==> config.mk <==
export PLATFORM = sky130hd
export DESIGN_NAME = dpsk_codec
export DESIGN_NICKNAME = d
export VERILOG_FILES = /design/src/rtl/dpsk_pkg.sv /design/src/rtl/dpsk_rule.sv /design/src/rtl/dpsk_encoder.sv /design/src/rtl/dpsk_decoder.sv /design/src/rtl/dpsk_codec.sv
export SDC_FILE = /design/constraint.sdc
export NUM_CORES = 1
export LEC_CHECK = 0
export ABC_CLOCK_PERIOD_IN_PS = 2300
export BUFFER_PORTS_ARGS = -buffer_cell sky130_fd_sc_hd__buf_4
export CORE_AREA = 3 3 40 42
export DETAILED_ROUTE_END_ITERATION = 8
export DIE_AREA = 0 0 43 45
export GPL_ROUTABILITY_DRIVEN = 0
export HOLD_SLACK_MARGIN = 0.03
export PLACE_DENSITY_LB_ADDON = 0.1
export SLEW_MARGIN = 15
export SYNTH_ARGS = -nofsm -noshare
export SYNTH_HDL_FRONTEND = slang
export SYNTH_SLANG_ARGS = --single-unit
==> constraint.sdc <==
create_clock -name clk -period 2.3 [get_ports clk]
set_input_delay 0.23 -clock clk [delete_from_list [all_inputs] [get_ports clk]]
set_output_delay 0.23 -clock clk [all_outputs]
set_load 0.05 [all_outputs]
==> src/rtl/dpsk_pkg.sv <==
package dpsk_pkg;
   typedef enum logic { RULE_XOR = 1'b0, RULE_XNOR = 1'b1 } rule_e;

   // Message value that leaves the line level unchanged under a rule.
   function automatic logic keep_value(rule_e r);
      return (r == RULE_XNOR);
   endfunction
endpackage

==> src/rtl/dpsk_rule.sv <==
module dpsk_rule
   import dpsk_pkg::*;
#(
   parameter rule_e RULE = RULE_XNOR
) (
   input  logic a,
   input  logic b,
   output logic y
);
   generate
      if (RULE == RULE_XNOR) begin : g_xnor
         assign y = ~(a ^ b);
      end else begin : g_xor
         assign y = a ^ b;
      end
   endgenerate
endmodule

==> src/rtl/dpsk_encoder.sv <==
module dpsk_encoder
   import dpsk_pkg::*;
#(
   parameter rule_e RULE = RULE_XNOR
) (
   input  logic clk,
   input  logic rst,
   input  logic ref_bit,
   input  logic in_valid,
   input  logic in_bit,
   output logic out_valid,
   output logic out_bit
);
   localparam logic KEEP = keep_value(RULE);

   logic level_q;
   logic vld_q;
   logic level_d;

   dpsk_rule #(.RULE(RULE)) u_rule (
      .a (in_bit),
      .b (level_q),
      .y (level_d)
   );

   always_ff @(posedge clk) begin
      if (rst) begin
         level_q <= ref_bit;
         vld_q   <= 1'b1;
      end else begin
         vld_q <= in_valid;
         if (in_valid) level_q <= level_d;
      end
   end

   assign out_valid = vld_q;
   assign out_bit   = level_q;

   AST_ENC_KEEP: assert property (@(posedge clk) disable iff (rst)
      (in_valid && in_bit == KEEP) |=> $stable(out_bit));
   AST_ENC_FLIP: assert property (@(posedge clk) disable iff (rst)
      (in_valid && in_bit != KEEP) |=> (out_bit != $past(out_bit)));
   AST_ENC_VALID: assert property (@(posedge clk) disable iff (rst)
      in_valid |=> out_valid);
   AST_ENC_IDLE: assert property (@(posedge clk) disable iff (rst)
      !in_valid |=> (!out_valid && $stable(out_bit)));
endmodule

==> src/rtl/dpsk_decoder.sv <==
module dpsk_decoder
   import dpsk_pkg::*;
#(
   parameter rule_e RULE = RULE_XNOR
) (
   input  logic clk,
   input  logic rst,
   input  logic in_valid,
   input  logic in_bit,
   output logic out_valid,
   output logic out_bit
);
   logic last_q;
   logic armed_q;
   logic vld_q;
   logic bit_q;
   logic bit_d;

   dpsk_rule #(.RULE(RULE)) u_rule (
      .a (in_bit),
      .b (last_q),
      .y (bit_d)
   );

   always_ff @(posedge clk) begin
      if (rst) begin
         last_q  <= 1'b0;
         armed_q <= 1'b0;
         vld_q   <= 1'b0;
         bit_q   <= 1'b0;
      end else begin
         vld_q <= in_valid && armed_q;
         if (in_valid) begin
            last_q  <= in_bit;
            armed_q <= 1'b1;
            if (armed_q) bit_q <= bit_d;
         end
      end
   end

   assign out_valid = vld_q;
   assign out_bit   = bit_q;

   AST_DEC_FIRST: assert property (@(posedge clk) disable iff (rst)
      (in_valid && !armed_q) |=> !out_valid);
   AST_DEC_VALID: assert property (@(posedge clk) disable iff (rst)
      (in_valid && armed_q) |=> out_valid);
   AST_DEC_IDLE: assert property (@(posedge clk) disable iff (rst)
      !in_valid |=> !out_valid);
   AST_DEC_ARMED: assert property (@(posedge clk) disable iff (rst)
      armed_q |=> armed_q);
endmodule

==> src/rtl/dpsk_codec.sv <==
module dpsk_codec
   import dpsk_pkg::*;
#(
   parameter rule_e RULE = RULE_XNOR
) (
   input  logic clk,
   input  logic rst,
   input  logic ref_bit,
   input  logic enc_in_valid,
   input  logic enc_in_bit,
   output logic enc_out_valid,
   output logic enc_out_bit,
   input  logic dec_in_valid,
   input  logic dec_in_bit,
   output logic dec_out_valid,
   output logic dec_out_bit
);
   dpsk_encoder #(.RULE(RULE)) u_enc (
      .clk       (clk),
      .rst       (rst),
      .ref_bit   (ref_bit),
      .in_valid  (enc_in_valid),
      .in_bit    (enc_in_bit),
      .out_valid (enc_out_valid),
      .out_bit   (enc_out_bit)
   );

   dpsk_decoder #(.RULE(RULE)) u_dec (
      .clk       (clk),
      .rst       (rst),
      .in_valid  (dec_in_valid),
      .in_bit    (dec_in_bit),
      .out_valid (dec_out_valid),
      .out_bit   (dec_out_bit)
   );
endmodule

==> key figures <==
Run status
  • Status: finished clean

Setup path
  • CP max FO: 2
  • Flop-to-flop setup slack: between 1 and 1.5 ns
  • Crit-path slowest cell: edfxtp_1
  • Critical path cell sequence: buf_4
  • Buf/Inv on CP: 1
  • Critical Path RT: 2.07 ns
  • Depth of the worst register-to-register path: 2
  • Critical Path Sink Type: output port
  • Crit Path Class: flop to output port
  • Stages on worst setup path: 1
  • Top delay family on crit path: flip-flops
  • Critical path startpoint category: flop
  • CP arrival: about 0.85 ns
  • CP max stage delay: roughly 0.40 ns

Floorplan
  • Core area: roughly 1300 µm²
  • Top-Level Pins: 11
  • Initial Utilization: 17.14%
  • Rows: 13
  • Die height: approximately 45 µm
  • Die area: 1935 µm²
  • Die Wd: approximately 43 µm

GRT
  • Largest net degree at the start of global routing: 9
  • Vias in the first global route: between 150 and 200
  • Initial antenna violation count: 0
  • Global route overflow: 0
  • Global-route wire length before repair: between 700 and 800 µm
  • GRT Util Overall: under 10%

Placement
  • Port Buffers: 10
  • # placed instances: 46
  • Final HPWL DP: about 330 µm
  • Placed Area: about 310 µm²

Clock network
  • CTS clk-pin slew, worst paths: roughly 0.050 ns
  • Resized cells post-CTS: 0
  • Hold buffers post-CTS: 0
  • Clock latency on the worst-skew pair: 0.24 ns
  • Setup bufs post-CTS: 0
  • CTS Buffer Depth: 2
  • Root Buffer: clkbuf_4
  • CTS Sinks: 6
  • CTS tree: yes
  • H-tree depth: 1
  • TritonCTS buffer count: 3

Timing
  • Slew @ Worst Pin: roughly 0.12 ns
  • RSZ-0062 raised after global routing: false
  • Fmax: 923.8 MHz
  • Crit path time final: between 1 and 1.5 ns
  • Slew headroom: about 90%
  • Crit share post-route: a little under half
  • Clock Skews: 0.002575 ns
  • Final setup vio count: 0
  • Final slew viol count: 0
  • Final Hold Vio Count: 0
  • Setup TNS Final: 0 ns

Route
  • TritonRoute pass-1 iters: 4
  • WL final: ~420 µm
  • DR vias: approximately 180
  • Initial DRC count: 2
  • Final routed DRC violation total: 0
  • Antenna-violating nets left: 0
  • WL/cell: 8.420 µm
  • DR vias/cell: about 3.6

Yosys
  • Top cells by area, synth: dfxtp_1, edfxtp_1, xor2_1, or2_1, nor2_1
  • Syn. warnings: 0
  • Synth top area share: between 40% and 50%
  • EDFF count, synth: 1
  • Post-synth top cells: dfxtp_1, nor2_1, nand2_1, or2_1, xor2_1
  • Multiplexer share of the synthesized area: under 10%
  • Cell taking the most area after synthesis: dfxtp_1
  • Mapped Area: about 220 µm²
  • Avg Inst Size Synth: ~10 µm²
  • Top-count cell post-synth: dfxtp_1
  • Post-Synth Adder-Cell Area: 0%
  • Ys async rst share: 0%
  • Post-Synthesis Cells: 21
  • Syn Nets: 28
  • Simple-gate share of the synthesized area: around 20%
  • Yosys cell types: 12
  • XOR/XNOR Fraction of Synth Area: just under 8%
  • Synth Area in Compound Gates: between 6 and 7%
  • Post-synthesis sequential area ratio: about three fifths
  • Ys flop type: dfxtp_1
  • Synth Register Bits: 6
  • Largest family of logic cells by synthesized area: simple AND/OR/NAND/NOR gates

Power and ir drop
  • Power density over the cells: around 800 nW/µm²
  • Leakage: between 0.15 and 0.2 nW
  • Peak VDD IR: around 0.00025 V

Run
  • Maxcap violations: 0

Layout
  • Syn-to-layout area delta: 54.55%
  • Non-Filler Instances: 50
  • Share of cells above drive strength 1: between 30% and 40%
  • Diode count: 0
  • # nets final: between 40 and 50
  • Design area: about 340 µm²

Worst hold path
  • WHS Path Cells: 2
  • Hold Path Class: input pin to flop
==> cells in the final DEF, fill, tap and decap left out <==
cell type and instances:
o2bb2ai_1 1, buf_4 10, edfxtp_1 1, or2_1 2
clkbuf_1 1, inv_1 1, nand3b_1 1, o21ai_0 1
clkbuf_4 3, xor2_1 2, dfxtp_1 5, mux2i_1 1
nor2b_1 1, nand2_1 2, nor2_1 3
==> flip-flops by register name (all words and copies together) (netlist names) <==
signal / count
u_dec.last_q: 1
u_dec.out_bit: 1
u_dec.armed_q: 1
u_enc.out_valid: 1
u_enc.out_bit: 1
u_dec.out_valid: 1
==> through the flow <==
step	hold WS [ns]	worst slack (ns)	power [mW]	util (%)
after CTS	0.1673	1.205	0.2740	26.48
after global placement	0.4165	1.423	0.1648	24.44
after detailed placement	0.4251	1.390	0.1654	24.44
after global routing	0.1793	1.183	0.2828	26.48
after floorplan	0.3024	1.157	0.1457	-
final	0.1732	1.217	0.2678	26.48
==> layer usage <==
metal	GRT usage, %	routed length (µm)
met1	7.299	200
met2	5.090	148
met3	2.789	61
met4	9.036	10
met5	0	0
==> area by class of cell <==
type | count | area (µm²)
fill | 144 | 944.7
sequential | 6 | 130.1
multi-input combinational | 14 | 86.33
timing repair buffer | 10 | 75.07
clock buffer | 4 | 26.28
tap | 15 | 18.77
inverter | 1 | 3.754
==> power by group <==
part / leakage (nW) / switching, mW / internal (mW)
sequential: 0.0517 / 0.00370 / 0.115
clock: 0.0150 / 0.0392 / 0.0658
combinational: 0.0939 / 0.0261 / 0.0184
==> cells by family (layout without fill, tap and decap cells) <==
group / after synthesis / in the layout
mux: 1 / 1
simple gates: 9 / 9
buf+inv: 1 / 15
compound gates: 2 / 2
xor+xnor: 2 / 2
flops: 6 / 6
==> worst reg2reg max path: stages, from the launching register on <==
cell	delay [ns]
edfxtp_1	0.40
xor2_1	0.18
o21ai_0	0.08
==> final timing paths <==
check | start | to
max reg2reg | u_enc.out_bit | u_enc.out_bit
min reg2reg | u_dec.armed_q | u_dec.armed_q
max | u_enc.out_bit | enc_out_bit
min | enc_in_valid | u_enc.out_valid
Note: power is estimated with default switching activity, not from simulation.
